--- src/rtl/rch_pkg.sv ---
package rch_pkg;
   // Frame mode as seen by the divider
   typedef enum logic {
      FRAME_SINGLE = 1'b0,
      FRAME_DOUBLE = 1'b1
   } frame_mode_e;

   // Outcome of a phase check at one strobe edge
   typedef struct packed {
      logic take_slip;   // suppress the toggle at this edge
      logic armed;       // slipping currently allowed
   } phase_verdict_t;

   localparam int unsigned MIN_SYNC_STAGES = 2;
endpackage

--- src/rtl/rch_lock_sync.sv ---
module rch_lock_sync #(
   parameter int unsigned STAGES = 2,
   parameter int unsigned WIDTH  = 2
) (
   input  logic             clk,
   input  logic             rst_n,
   input  logic [WIDTH-1:0] async_in,
   output logic [WIDTH-1:0] sync_out
);
   localparam int unsigned LAST = STAGES - 1;

   if (STAGES < rch_pkg::MIN_SYNC_STAGES) begin : g_bad_stages
      $error("rch_lock_sync: STAGES must be at least 2");
   end
   if (WIDTH < 1) begin : g_bad_width
      $error("rch_lock_sync: WIDTH must be at least 1");
   end

   for (genvar b = 0; b < WIDTH; b++) begin : g_bit
      logic [STAGES-1:0] chain;
      always_ff @(posedge clk or negedge rst_n) begin
         if (!rst_n) begin
            chain <= '0;
         end else begin
            chain <= {chain[STAGES-2:0], async_in[b]};
         end
      end
      assign sync_out[b] = chain[LAST];
   end
endmodule

--- src/rtl/rch_phase_check.sv ---
module rch_phase_check #(
   parameter bit ONE_SLIP_PER_LOCK = 1'b1
) (
   input  logic                    clk,
   input  logic                    rst_n,
   input  rch_pkg::frame_mode_e    mode,
   input  logic                    link_up,
   input  logic                    half_q,
   input  logic                    flag,
   output rch_pkg::phase_verdict_t verdict,
   output logic                    slip_pulse
);
   logic armed_q;
   logic rising_edge_next;
   logic allowed;

   // The divider rises at this edge when it is low and dividing
   assign rising_edge_next = (mode == rch_pkg::FRAME_DOUBLE) && !half_q;

   if (ONE_SLIP_PER_LOCK) begin : g_once
      always_ff @(posedge clk or negedge rst_n) begin
         if (!rst_n) begin
            armed_q <= 1'b1;
         end else if (!link_up) begin
            armed_q <= 1'b1;
         end else if (verdict.take_slip) begin
            armed_q <= 1'b0;
         end
      end
      assign allowed = armed_q;
   end else begin : g_every
      assign armed_q = 1'b1;
      assign allowed = 1'b1;
   end

   assign verdict.take_slip = rising_edge_next && link_up && allowed && flag;
   assign verdict.armed     = armed_q;

   always_ff @(posedge clk or negedge rst_n) begin
      if (!rst_n) begin
         slip_pulse <= 1'b0;
      end else begin
         slip_pulse <= verdict.take_slip;
      end
   end
endmodule

--- src/rtl/rch_halver.sv ---
module rch_halver #(
   parameter bit SUPPORT_DOUBLE = 1'b1
) (
   input  logic                 clk,
   input  logic                 rst_n,
   input  rch_pkg::frame_mode_e mode,
   input  logic                 suppress,
   output logic                 half_q
);
   if (SUPPORT_DOUBLE) begin : g_div
      always_ff @(posedge clk or negedge rst_n) begin
         if (!rst_n) begin
            half_q <= 1'b0;
         end else if (mode == rch_pkg::FRAME_SINGLE) begin
            half_q <= 1'b0;
         end else if (!suppress) begin
            half_q <= ~half_q;
         end
      end
   end else begin : g_nodiv
      assign half_q = 1'b0;
   end
endmodule

--- src/rtl/rch_clock_halver.sv ---
module rch_clock_halver #(
   parameter int unsigned SYNC_STAGES       = 2,
   parameter bit          SUPPORT_DOUBLE    = 1'b1,
   parameter bit          ONE_SLIP_PER_LOCK = 1'b1
) (
   input  logic clk,
   input  logic rst_n,
   input  logic double_frame,
   input  logic lock_near,
   input  logic lock_far,
   input  logic phase_flag,
   output logic half_clk,
   output logic slip_pulse,
   output logic lock_ind
);
   import rch_pkg::*;

   localparam int unsigned LOCK_SOURCES = 2;

   logic [LOCK_SOURCES-1:0] lock_sync;
   logic                    link_up;
   frame_mode_e             mode;
   phase_verdict_t          verdict;
   logic                    half_q;

   assign mode = (double_frame && SUPPORT_DOUBLE) ? FRAME_DOUBLE : FRAME_SINGLE;

   rch_lock_sync #(
      .STAGES (SYNC_STAGES),
      .WIDTH  (LOCK_SOURCES)
   ) u_sync (
      .clk      (clk),
      .rst_n    (rst_n),
      .async_in ({lock_far, lock_near}),
      .sync_out (lock_sync)
   );

   assign link_up = &lock_sync;

   rch_phase_check #(
      .ONE_SLIP_PER_LOCK (ONE_SLIP_PER_LOCK)
   ) u_check (
      .clk        (clk),
      .rst_n      (rst_n),
      .mode       (mode),
      .link_up    (link_up),
      .half_q     (half_q),
      .flag       (phase_flag),
      .verdict    (verdict),
      .slip_pulse (slip_pulse)
   );

   rch_halver #(
      .SUPPORT_DOUBLE (SUPPORT_DOUBLE)
   ) u_div (
      .clk      (clk),
      .rst_n    (rst_n),
      .mode     (mode),
      .suppress (verdict.take_slip),
      .half_q   (half_q)
   );

   assign half_clk = half_q;
   assign lock_ind = link_up;
endmodule

--- config.mk ---
export PLATFORM = sky130hd
export DESIGN_NAME = rch_clock_halver
export DESIGN_NICKNAME = d
export VERILOG_FILES = /design/src/rtl/rch_pkg.sv /design/src/rtl/rch_lock_sync.sv /design/src/rtl/rch_phase_check.sv /design/src/rtl/rch_halver.sv /design/src/rtl/rch_clock_halver.sv
export SDC_FILE = /design/constraint.sdc
export NUM_CORES = 1
export LEC_CHECK = 0
export BUFFER_PORTS_ARGS = -buffer_cell sky130_fd_sc_hd__buf_2
export CORE_AREA = 2 2 39 41
export DETAILED_ROUTE_END_ITERATION = 10
export DIE_AREA = 0 0 41 43
export GPL_ROUTABILITY_DRIVEN = 0
export GPL_TIMING_DRIVEN = 0
export PLACE_DENSITY_LB_ADDON = 0.15
export SYNTH_ARGS = -nofsm -noshare
export SYNTH_HDL_FRONTEND = slang
export SYNTH_SLANG_ARGS = --single-unit
--- constraint.sdc ---
create_clock -name clk -period 1.1 [get_ports clk]
set_input_delay 0.275 -clock clk [delete_from_list [all_inputs] [get_ports clk]]
set_output_delay 0.275 -clock clk [all_outputs]
set_load 0.01 [all_outputs]
==> flow_summary.ini, run 1 <==
[synth]
syn-num-nets = 21
ys_seq_area_share_pct = 77.9
syn_inst = 15
yosys_warnings = 0
syn_area_um2 = 226
synth.ff_latch_count = 7
synth_cell_types = 10
synth_edf_count = 0
synth.most_common_cell = dfrtp_1
synthArstFlopShare_pct = 100
synth_top_area_share_pct = 66.3
synthFlopType = dfrtp_1
yosysTopAreaCell = dfrtp_1
avgSynthCellArea_um2 = 15.1
synth_area_leaders = dfrtp_1, dfstp_2, and3b_1, o21ai_2, and2_1

[die]
row_count = 14
core_mm2 = 0.00138
dieArea_mm2 = 0.00176
dieHeight_um = 43
start_util_pct = 16.4
ios = 9
die_w_um = 41

[outcome]
status = complete, but fails checks
violations = negative setup slack

[power]
p_per_area_mw_per_mm2 = 1600
leakage_uw = 0.000173
vdd_ir_drop_max_mv = 0.382
totalPowerFinal_uw = 544

[placement]
port_buffers = 8
hpwl_um = 256
dp.cells = 39

[routing]
drt-pass1-iter-count = 1
vias = 152
vias_per_cell = 3.38
ant_nets = 0
drtIter0Drc = 0
routedWlPerCell_um = 8.20
drc = 0
wl_um = 369

[sta]
maxSlewHeadroom_pct = 89.2
rsz0062_at_grt = yes
fin_crit_ns = 1.17
final.setup_skew_ns = 0.000321
fmax_mhz = 857
worst_pin_slew_ns = 0.162
hold_viol_final = 0
setup_viol = 1
slew_viol_final = 0
setup_ws_ns = -0.0670
timing.final.crit_share_pct = 106

[grt]
grt_pass1_wl_um = 531
grt_usage_pct = 5.29
grt_start_max_net_pins = 8
grt_overflow_total = 0
antenna_found_initial = 0
grt_pass1_vias = 148

[cells_and_area]
area_delta_synth_final_pct = 49.7
fin_nets = 36
drive_gt1_share_pct = 51.7
n_antenna_cell = 0
fin_util_pct = 24.5
final_cell_count_no_fill = 45

[worst_setup_path]
r2r_start = u_check.allowed
critPathKind = reg -> out
cp.arrival_ns = 0.89
crit_start = u_sync.g_bit[0].chain[1]
start_kind = flop
crit_fanout = 2
reg2reg_slack_ns = 0.23
r2r-end = u_div.half_q
critPathCaptureType = output port
r2r_cells = 2
required_ns = 0.82

[clock_tree]
cts.root.buffer_cell = clkbuf_4
clk_latency_ns = 0.24
htreeDepth = 1
clk_pin_slew_ns = 0.05
cts_tree = yes
cts_buffers = 3
clock_tree.buffer_depth = 2
cts_sinks = 7

[hold_path]
hold_path_depth = 1
hp-start = lock_near
hold_path_class = in -> reg
holdPathEnd = u_sync.g_bit[0].chain[0]

[run]
maxCapViolCount = 0
## kinds of logic (layout without fill, tap and decap cells)
kind of cell    Yosys count  count (layout)  share of synthesized area (%)
flops                     7               7                           77.9
simple gates              6               6                           16.6
compound gates            1               1                           3.87
buf+inv                   1              15                           1.66
## per-stage QoR
step | hold slack, ns | TNS (ns) | cell area, µm² | setup slack, ns
final | 0.135 | -0.0670 | 339 | -0.0670
after global routing | 0.115 | -0.111 | 339 | -0.111
after CTS | 0.122 | -0.0736 | 339 | -0.0736
after detailed placement | 0.116 | 0 | 287 | 0.166
after global placement | 0.114 | 0 | 287 | 0.157
after floorplan | -0.0206 | 0 | 226 | 0.275
## metal layers
metal / vias to the layer above / share of wire (%) / track usage, %
met5: - / 0 / 0
met4: 0 / 0 / 8.00
met3: 0 / 14 / 3.14
met2: 9 / 41 / 5.63
met1: 68 / 46 / 5.37
li1: 75 / - / -
## where the power goes
part           switching [µW]  internal, µW  total, µW
clock                    85.8           138        224
sequential               5.33           271        277
combinational            18.9          24.7       43.6
total                     110           434        544
## worst max-delay path by stage
stage | to | slack [ns] | cells past startpoint
finish | lock_ind | -0.07 | 2
global route | lock_ind | -0.11 | 2
CTS | lock_ind | -0.07 | 2
detailed placement | lock_ind | 0.17 | 2
global placement | lock_ind | 0.16 | 2
floorplan | u_div.half_q | 0.27 | 2
## final cells by class
cell class                 count  area, µm²
tap                           16       20.0
sequential                     7        176
inverter                       1       3.75
fill                         154       1040
timing repair buffer          10       63.8
clock buffer                   4       26.3
multi-input combinational      7       48.8
## layout by cell type, fill, tap and decap left out, drive strengths merged
master,count
o21ai,1
nor2b,1
buf,9
dfrtp,6
clkbuf,4
nand2b,1
dfstp,1
nand4,1
nor2,1
inv,1
dlygate4sd3,1
and3b,1
and2,1
## timing repair
action / 4_1_cts / 5_1_grt
pin swaps: 1 / 0
buffers inserted: 1 / 0
gates resized for setup: 2 / 0
gates cloned: 0 / 0
setup endpoints to repair: 1 / 1
hold buffers: 1 / 0
endpoints found under the hold margin: 6 / 0
## state kept, by name (all words and copies together) (netlist names)
register and cells:
u_div.half_q 1, u_check.allowed 1, u_sync.g_bit.chain 4, u_check.slip_pulse 1
## critical path, cell delays in order, from the launching register on
cell	delay [ns]
dfrtp_1	0.38
and2_4	0.16
buf_6	0.11
Power figures use the tool's default switching activity.
==> run 2, diff against run 1 <==
Settings changed: BUFFER_PORTS_ARGS -buffer_cell sky130_fd_sc_hd__buf_2 to unset, DONT_BUFFER_PORTS set to 1.
==> run 2 against run 1 <==
  * The flow now finishes without violations
  * Critical endpoint unchanged
  * Critical path depth shrank 1
  * Clock skew increased by 0.0022 ns
  * Final area shrank 11%
==> flow_summary.ini, run 2 (synthesis results as in run 1) <==
[outcome]
status = complete, no violations

[routing]
highest_layer = met3
dr_wl_met3_um = 62
routedWlPerCell_um = 9.39
wl_um = 357
wl_met1_um = 146
ant_nets = 0
vias = 130
vias_per_cell = 3.42
wl_met2_um = 148
drtIter0Drc = 2
drt-pass1-iter-count = 2
drc = 0

[sta]
timing.final.crit_share_pct = 97.2
slew_viol_final = 0
fin_setup_tns_ns = 0
setup_viol = 0
whs_ns = 0.0535
fin_crit_ns = 1.07
fmax_mhz = 935
worst_pin_slew_ns = 0.314
maxSlewHeadroom_pct = 79.0
final.setup_skew_ns = 0.00254
hold_viol_final = 0

[cells_and_area]
layout_commonest_cell = dfrtp_1
fin_nets = 29
area_delta_synth_final_pct = 32.6
regMostFlops = u_sync.g_bit.chain
largest_reg_flops = 4
finish.instance_area_um2 = 300
drive_gt1_share_pct = 36.4
n_antenna_cell = 0
final_cell_mix = dfrtp_1, clkbuf_4, buf_4
fillerInstances = 147

[clock_tree]
cts.root.buffer_cell = clkbuf_4
cts_sinks = 7
cts_tree = yes
cts_buffers = 3
clk_latency_ns = 0.25
clock_tree.buffer_depth = 2
clk_pin_slew_ns = 0.05
htreeDepth = 1

[hold_path]
hold_path_depth = 0
hold_path_class = in -> reg

[worst_setup_path]
critPathKind = reg -> out
crit_buf_inv = 0
required_ns = 0.82
crit_chain = and2_4
r2r_cells = 2
critPathCaptureType = output port
cpLargestDelayFamily = flip-flops
max_stage_delay_ns = 0.37
crit_fanout = 2
cp_num_cells = 1
cp_slowest_cell = dfrtp_1
start_kind = flop
cp.arrival_ns = 0.79

[grt]
grt_overflow_total = 0
antenna_found_initial = 0
grt_start_max_net_pins = 8
grt_pass1_wl_um = 552
grt_usage_pct = 5.36
grt_pass1_vias = 145

[placement]
port_buffers = 0
dpl_cell_area_um2 = 246

[power]
power_frac_clock_pct = 42.7
p_per_area_mw_per_mm2 = 1780
p_sw_uw = 111
swShare_pct = 20.7
p_int_uw = 424
vdd_ir_drop_max_mv = 0.636
pwr-share-seq_pct = 52.1
leakage_uw = 0.000142
p_comb_share_pct = 5.2

[die]
row_count = 14
ios = 9
start_util_pct = 16.4
dieArea_mm2 = 0.00176
die_w_um = 41
dieHeight_um = 43
core_mm2 = 0.00138

[run]
maxCapViolCount = 0
[run 2: cell count changes in the layout (fill, tap and decap cells not counted)]
| cell | previous run | this run |
|---|---|---|
| buf_6 | 1 | 0 |
| buf_2 | 7 | 0 |
| buf_4 | 1 | 2 |
[run 2: per-layer routing]
layer	track usage, %	vias up
met5	0	-
met1	5.61	59
met4	4.00	0
met2	5.31	9
met3	6.81	0
li1	-	62
[run 2: what timing repair did]
action | CTS | global route
hold buffers | 1 | 0
endpoints found under the hold margin | 7 | 0
pin swaps | 0 | 1
setup endpoints to repair | 1 | 1
buffers inserted | 0 | 2
resized for setup | 1 | 0
[run 2: stage by stage]
stage                     setup WS, ns  std cells  util (%)  total power [µW]
after floorplan                  0.275         15         -               294
after global placement           0.244         31      17.8               296
after global routing          -0.00130         38      21.7               565
after detailed placement         0.235         31      17.8               297
after CTS                       0.0167         36      20.6               541
final                           0.0304         38      21.7               535
[run 2: cell type report]
class	count	area (µm²)	share of cell area, %
well taps	16	20.0	6.67
inverters	1	3.75	1.25
multi-input cells	7	48.8	16.2
repair buffers	3	25.0	8.33
flip-flops and latches	7	176	58.7
clock buffers	4	26.3	8.75
[run 2: path summary, 6_finish.rpt]
check | from | endpoint | slack (ns)
worst min register to register | u_sync.g_bit[1].chain[0] | u_sync.g_bit[1].chain[1] | 0.35
min in group asynchronous | rst_n | u_sync.g_bit[1].chain[0] | 0.35
worst max-delay path | u_sync.g_bit[0].chain[1] | lock_ind | 0.03
max in group asynchronous | rst_n | u_check.allowed | 0.46
worst max register to register | u_check.allowed | u_div.half_q | 0.23
worst min-delay path | lock_far | u_sync.g_bit[1].chain[0] | 0.05
[run 2: power groups by stage]
stage	combinational [µW]	clock, µW	sequential [µW]
CTS	23.3	238	279
finish	27.7	229	279
detailed placement	14.3	0	283
global route	31.8	254	280
floorplan	12.4	0	281
global placement	13.6	0	283
